==> src/rtl/dma_irq_aggregator.sv <==
module dma_irq_aggregator #(
  parameter int NCH = 4,
  parameter int AW  = 8
) (
  input  logic           clk,
  input  logic           rst_n,
  input  logic [NCH-1:0] done_evt,
  input  logic [NCH-1:0] err_evt,
  input  logic           wr_en,
  input  logic [AW-1:0]  addr,
  input  logic [31:0]    wdata,
  output logic [31:0]    rdata,
  output logic           irq
);
  localparam logic [AW-1:0] A_CTRL = AW'(8'h00);
  localparam logic [AW-1:0] A_RAW  = AW'(8'h04);
  localparam logic [AW-1:0] A_MASK = AW'(8'h08);
  localparam logic [AW-1:0] A_CLR  = AW'(8'h0C);
  localparam logic [AW-1:0] A_ENCH = AW'(8'h10);
  localparam int            A_CFG  = 32;
  localparam logic [31:0]   CHMASK    = (32'd1 << NCH) - 32'd1;
  localparam logic [31:0]   RAW_VALID = CHMASK | (CHMASK << 8);
  localparam logic [31:0]   MSK_VALID = CHMASK | (CHMASK << 16);

  logic           ctrl_en;
  logic [NCH-1:0] ch_en, done_ie, err_ie;
  logic [NCH-1:0] raw_done, raw_err;
  logic [NCH-1:0] active, ev_done, ev_err, clr_done, clr_err;
  logic [NCH-1:0] msk_done, msk_err;
  logic [31:0]    raw_word, msk_word, ench_word;
  logic [31:0]    cfg_word [NCH];

  wire wr_ctrl = wr_en && (addr == A_CTRL);
  wire wr_clr  = wr_en && (addr == A_CLR);

  assign active   = {NCH{ctrl_en}} & ch_en;
  assign ev_done  = done_evt & active;
  assign ev_err   = err_evt & active;
  assign clr_done = wr_clr ? wdata[NCH-1:0]  : '0;
  assign clr_err  = wr_clr ? wdata[8 +: NCH] : '0;
  assign msk_done = raw_done & done_ie;
  assign msk_err  = raw_err & err_ie;
  assign irq      = |{msk_done, msk_err};

  always_ff @(posedge clk or negedge rst_n)
    if (!rst_n) ctrl_en <= 1'b0;
    else if (wr_ctrl) ctrl_en <= wdata[0];

  always_ff @(posedge clk or negedge rst_n)
    if (!rst_n) begin
      raw_done <= '0;
      raw_err  <= '0;
    end else begin
      raw_done <= (raw_done & ~clr_done) | ev_done;
      raw_err  <= (raw_err & ~clr_err) | ev_err;
    end

  for (genvar i = 0; i < NCH; i++) begin : g_ch
    wire wr_cfg = wr_en && (addr == AW'(A_CFG + 4 * i));

    always_ff @(posedge clk or negedge rst_n)
      if (!rst_n) begin
        ch_en[i]   <= 1'b0;
        err_ie[i]  <= 1'b0;
        done_ie[i] <= 1'b0;
      end else if (wr_cfg) begin
        ch_en[i]   <= wdata[0];
        err_ie[i]  <= wdata[12];
        done_ie[i] <= wdata[13];
      end

    always_comb begin
      cfg_word[i]     = '0;
      cfg_word[i][0]  = ch_en[i];
      cfg_word[i][12] = err_ie[i];
      cfg_word[i][13] = done_ie[i];
    end


    set_wins_chk: assert property (@(posedge clk) disable iff (!rst_n)
      $past(ev_done[i] || ev_err[i]) |-> (raw_done[i] || !$past(ev_done[i])) && (raw_err[i] || !$past(ev_err[i])));


    clear_chk: assert property (@(posedge clk) disable iff (!rst_n)
      $past(clr_done[i] && !ev_done[i]) |-> !raw_done[i]);


    gate_chk: assert property (@(posedge clk) disable iff (!rst_n)
      !$past(active[i]) |-> !$rose(raw_done[i]) && !$rose(raw_err[i]));
  end

  always_comb begin
    raw_word = '0;
    raw_word[NCH-1:0]  = raw_done;
    raw_word[8 +: NCH] = raw_err;
    msk_word = '0;
    msk_word[NCH-1:0]   = msk_done;
    msk_word[16 +: NCH] = msk_err;
    ench_word = '0;
    ench_word[NCH-1:0] = active;
  end

  always_comb begin
    rdata = '0;
    unique case (addr)
      A_CTRL:  rdata = {31'd0, ctrl_en};
      A_RAW:   rdata = raw_word;
      A_MASK:  rdata = msk_word;
      A_ENCH:  rdata = ench_word;
      default: ;
    endcase
    for (int i = 0; i < NCH; i++)
      if (addr == AW'(A_CFG + 4 * i)) rdata = cfg_word[i];
  end


  irq_view_chk: assert property (@(posedge clk) disable iff (!rst_n)
    (addr == A_MASK) |-> (irq == (rdata != 32'd0)));


  raw_pad_chk: assert property (@(posedge clk) disable iff (!rst_n)
    (addr == A_RAW) |-> ((rdata & ~RAW_VALID) == 32'd0));


  msk_pad_chk: assert property (@(posedge clk) disable iff (!rst_n)
    (addr == A_MASK) |-> ((rdata & ~MSK_VALID) == 32'd0));


  ench_off_chk: assert property (@(posedge clk) disable iff (!rst_n)
    (addr == A_ENCH && !ctrl_en) |-> (rdata == 32'd0));
endmodule

==> config.mk <==
export PLATFORM = sky130hd
export DESIGN_NAME = dma_irq_aggregator
export DESIGN_NICKNAME = d
export VERILOG_FILES = /design/src/rtl/dma_irq_aggregator.sv
export SDC_FILE = /design/constraint.sdc
export NUM_CORES = 1
export LEC_CHECK = 0
export ABC_AREA = 1
export BUFFER_PORTS_ARGS = -buffer_cell sky130_fd_sc_hd__buf_2
export CAP_MARGIN = 20
export CORE_MARGIN = 3
export CORE_UTILIZATION = 30
export CTS_CLUSTER_DIAMETER = 120
export DETAILED_ROUTE_END_ITERATION = 16
export GPL_TIMING_DRIVEN = 0
export PLACE_DENSITY_LB_ADDON = 0.25
export SKIP_LAST_GASP = 1
export SLEW_MARGIN = 20
export SYNTH_ARGS = -nofsm -noshare
export SYNTH_HDL_FRONTEND = slang
export SYNTH_SLANG_ARGS = --single-unit
export TNS_END_PERCENT = 50
==> constraint.sdc <==
create_clock -name clk -period 1.45 [get_ports clk]
set_input_delay 0.29 -clock clk [delete_from_list [all_inputs] [get_ports clk]]
set_output_delay 0.29 -clock clk [all_outputs]
set_load 0.01 [all_outputs]
Word-level counts from Yosys, hierarchy flattened
Index checks and enable logic that the tools add are counted.

storage, ports and cells
  logic and storage cells = 49
  output and inout bits = 33
  input port bits = 51
  register bits after elaboration = 21

operators by class
  bitwise logic cells = 11
  muxes and demuxes = 7
  equality and inequality tests = 8
  reductions and logical operators = 8

operators by type and width
  operator                                             number
  two-way mux 32 bit                                   4
  case mux 20 bit (4 select lines)                     1
  equality test 8 x 6 -> 1 bit, second input constant  4
  AND 4 bit                                            7
  equality test 8 x 4 -> 1 bit, second input constant  2
  equality test 8 x 3 -> 1 bit, second input constant  1
  equality test 8 x 5 -> 1 bit, second input constant  1
  logical NOT 8 bit                                    1
  two-way mux 4 bit                                    2
  inverter 4 bit                                       2
  OR 4 bit                                             2
  OR reduction 8 bit                                   1
  logical AND 1 bit                                    6

Logic depth before layout (Yosys ltp)
  word-level depth = 6
  depth in mapped cells = 9
  depth with buffers taken out = 9

Least setup slack after synthesis
No wires, ideal clock.

  path type = input to output
  from = input addr[6]
  to = output rdata[10]
  arrival time = 1.119 ns
  setup slack = 0.041 ns
  buffers on the path = 0
  cell stages on the path = 8
  data required time = 1.160 ns
  cell sequence = inv_1 > nand2_4 > nor2_4 > inv_2 > nor2_2 > inv_2 > nand3_1 > nor3b_1

between the ends
  longest elaborated chain between the ends = 6
  elaborated cells between the ends (all ways) = 13
  those cells by class = 7 x eq/ne; 5 x mux; 1 x reduce/logical

RTL lines
  element                                                     RTL line  source
  from (decl)                                                 10        input logic [AW-1:0] addr,
  equality test 8 x 5 -> 1 bit, or another cell as far along  105       unique case (addr)
  case mux 20 bit (4 select lines)                            105
  two-way mux 32 bit (3 in series)                            113       if (addr == AW'(A_CFG + 4 * i)) rdata = cfg_word[i];
  two-way mux 32 bit (*)                                      113
  to (decl)                                                   12        output logic [31:0] rdata,

Mark *: on every way between the ends. The rest lies on a longest branch, timed or not.

Worst setup path in the final report
  from = register ch_en[0], in the netlist cfg_word[96]
  to = output rdata[0]

between the ends
  longest elaborated chain between the ends = 6

RTL lines
  element                               RTL line  source
  from (decl)                           26        logic [NCH-1:0] ch_en, done_ie, err_ie;
  from (signal, indexed assignment)     67        ch_en[i] <= wdata[0];
  AND 4 bit                             36        assign active = {NCH{ctrl_en}} & ch_en;
  case mux 20 bit (4 select lines)      105
  two-way mux 32 bit (*) (4 in series)  113

Marked as above.

==> results_dict.tcl <==
set metrics [dict create \
    critical_path.max_fanout 3 \
    synthesis.yosys.warnings 0 \
    syn_to_final_growth_pct 49.2 \
    timing.critical_path.arrival_ns 1.36 \
    detail_routed_net_length_per_standard_cell_um 13.1 \
    grt_overflow_total 0 \
    layout-drive-gt1-share_pct 48.3 \
    cts-root-buf "clkbuf_8" \
    hp-class "in -> reg" \
    dieHeight_um 75.2 \
    worst_setup_path_start_kind "register" \
    ir_drop_v 0.000416 \
    violations "negative setup slack" \
    utilization_pct 47.6 \
    htreeDepth 1 \
    main_area_contributors_after_synthesis "dfrtp_1 (37%), nand2_1 (13%), buf_4 (9.4%)" \
    clk_pin_slew_ns 0.08 \
    critical_path_class "reg -> out" \
    average_footprint_of_a_synthesized_cell_um2 7.53 \
    buffer_ports.inserted 43 \
    max_cap_violations 0 \
    worst-endpoint-required_ns 1.16 \
    core_area_mm2 0.00450 \
    ys_seq_elements 21 \
    number_of_enable_type_register_cells_in_the_synthesized_netlist 0 \
    synth_simple_gate_area_share_pct 34.5 \
    clk_latency_ns 0.26 \
    final.min_clock_period_ns 1.65 \
    hold-worst-slack_ns 0.241 \
    worst_clock_skew_ns 0.00514 \
    postLayoutCellArea_mm2 0.00214 \
    sinks_on_the_clock_net 21 \
    die_width_um 75.2 \
    synth-async-reset-ratio_pct 100 \
    cts_tree "yes" \
    ys_dominant_reg_cell "dfrtp_1" \
    number_of_clock_buffers_inserted_by_tritoncts 3 \
    dieArea_mm2 0.00566 \
    dpl-instance-area_mm2 0.00178 \
    regArea_um2 526 \
    place_congestion 0.826 \
    post_synthesis_adder_cell_area_fraction_pct 0 \
    grt_first_pass_wirelength_um 6330 \
    result_of_the_run "finished, violations left" \
    initial_core_util_pct 31.9 \
    power_density_mw_per_mm2 614 \
    drt_pre_antenna_iters 4 \
    route.vias.total 1487 \
    route.detailed.drc 0 \
    synth_compound_area_share_pct 12.7 \
    cellLeakagePower_uw 0.00116 \
    1st_iter_drt_viols 111 \
    yosys-mux-area-fraction_pct 0 \
    fill_cells 451 \
    grt_start_max_net_pins 22 \
    num-nets-final 323 \
    synthDominantCellAreaShare_pct 36.6 \
    rsz0062_at_grt "yes" \
    dpl.hpwl_um 3130 \
    multi_input_gate_area_in_the_final_layout_um2 898 \
    finalWirelength_um 4250 \
    syn-instance-count 191 \
    post_synth_instance_area_mm2 0.00144 \
    synth_top_family_by_area "simple AND/OR/NAND/NOR gates" \
    antenna_cells_inserted 0 \
    vias_per_cell 4.60 \
    synth_top_area_cell "dfrtp_1" \
    synth.cells.most_frequent "nand2_1 (49), dfrtp_1 (21), nand3_1 (21)" \
    grt_util_all_layers_pct 14.7 \
    final_antenna_net_count 0 \
    timing.final.hold_violations 0 \
    maxSlewViolCount 0 \
    antenna_found_initial 0 \
    worstSetupEndpointType "primary output" \
    floorplan.io_pins 84 \
    synth-seq-area-share_pct 36.6 \
    netlist-cell-type-count 28 \
    report.final.setup_viol 11 \
    max_freq_mhz 605 \
    number_of_global_route_vias_before_repair 1324 \
    layout_setup_ws_ns -0.204 \
    fp-row-count 24 \
    timing.final.crit_share_pct 114 \
    clockBufferDepth 2 \
    yosysMostFrequentCell "nand2_1" \
    parity_gate_share_of_the_synthesized_area_counting_xor_and_xnor_cells_pct 0 \
]
==> registers in the layout, indices dropped and copies added, names as in the netlist <==
register,flops
cfg_word,12
raw_done,4
raw_err,4
ctrl_en,1
==> per-stage QoR <==
| stage | std cells | worst slack [ns] | setup TNS, ns | total power [µW] |
|---|---|---|---|---|
| floorplan | 208 | 0.0410 | 0 | 784 |
| global placement | 303 | -0.321 | -3.26 | 870 |
| detailed placement | 303 | -0.294 | -3.01 | 872 |
| CTS | 315 | -0.227 | -1.83 | 1290 |
| global route | 323 | -0.317 | -2.42 | 1390 |
| finish | 323 | -0.204 | -1.24 | 1320 |
==> metal layers <==
metal  GRT usage (%)  share of wire [%]  vias up
li1                -                  -      754
met1            21.5                 44      677
met5               0                  0        -
met2            22.9                 48       52
met4            2.52               0.59        0
met3            2.80                7.4        4
==> where the power goes <==
part | internal, µW | switching, µW | total [µW]
Sequential | 615 | 32.3 | 647
Clock | 192 | 205 | 397
Combinational | 129 | 143 | 272
Total | 936 | 381 | 1320
==> path summary, 6_finish.rpt <==
kind	to	slack, ns	from	cells past startpoint
min	cfg_word[13]	0.24	wdata[13]	3
max in group asynchronous	ctrl_en	0.61	rst_n	2
max	rdata[0]	-0.20	cfg_word[96]	7
max reg2reg	raw_err[0]	0.46	cfg_word[96]	4
min reg2reg	raw_err[1]	0.53	raw_err[1]	1
min in group asynchronous	cfg_word[76]	0.50	rst_n	2
==> critical path, cell delays in order, from the launching register on <==
cell     delay (ns)
dfrtp_1        0.42
nand2_1        0.09
inv_2          0.04
nand3_2        0.06
nand2_2        0.05
nor3_2         0.15
nand4_1        0.13
buf_2          0.17
==> kinds of logic (layout without fill, tap and decap cells) <==
logic type | Yosys count | count (layout)
flops | 21 | 21
compound gates | 27 | 27
simple gates | 101 | 101
other cells | 1 | 18
buf+inv | 41 | 104
==> cell usage in the layout, fill, tap and decap left out, drive strengths merged <==
| cell | synthesis | routed |
|---|---|---|
| buf | 19 | 78 |
| o21ai | 14 | 14 |
| clkinv | 2 | 1 |
| clkbuf | 1 | 3 |
| nand3 | 21 | 21 |
| nand4 | 3 | 3 |
| inv | 19 | 21 |
| nand2 | 52 | 52 |
| nor3 | 2 | 2 |
| nand3b | 1 | 1 |
| a32o | 7 | 7 |
| o211ai | 2 | 2 |
| a21oi | 3 | 3 |
| a22o | 1 | 1 |
| nor3b | 4 | 4 |
| or2 | 1 | 1 |
| nor2 | 17 | 17 |
| conb | 1 | 18 |
| dfrtp | 21 | 21 |
| dlygate4sd3 | 0 | 1 |
==> final cells by class <==
type | instances | area share (%)
buffer | 20 | 7.06
clock buffer | 3 | 1.93
timing repair buffer | 59 | 17.2
sequential | 21 | 24.5
inverter | 21 | 4.14
tap | 52 | 3.03
clock inverter | 1 | 0.233
multi-input combinational | 146 | 41.9
==> timing repair <==
item	CTS	global route
resized for setup	28	31
pin swaps	12	12
endpoints found under the setup margin	15	15
buffers inserted	7	8
hold endpoints to repair	21	0
hold buffers	1	0
Power figures use the tool's default switching activity.
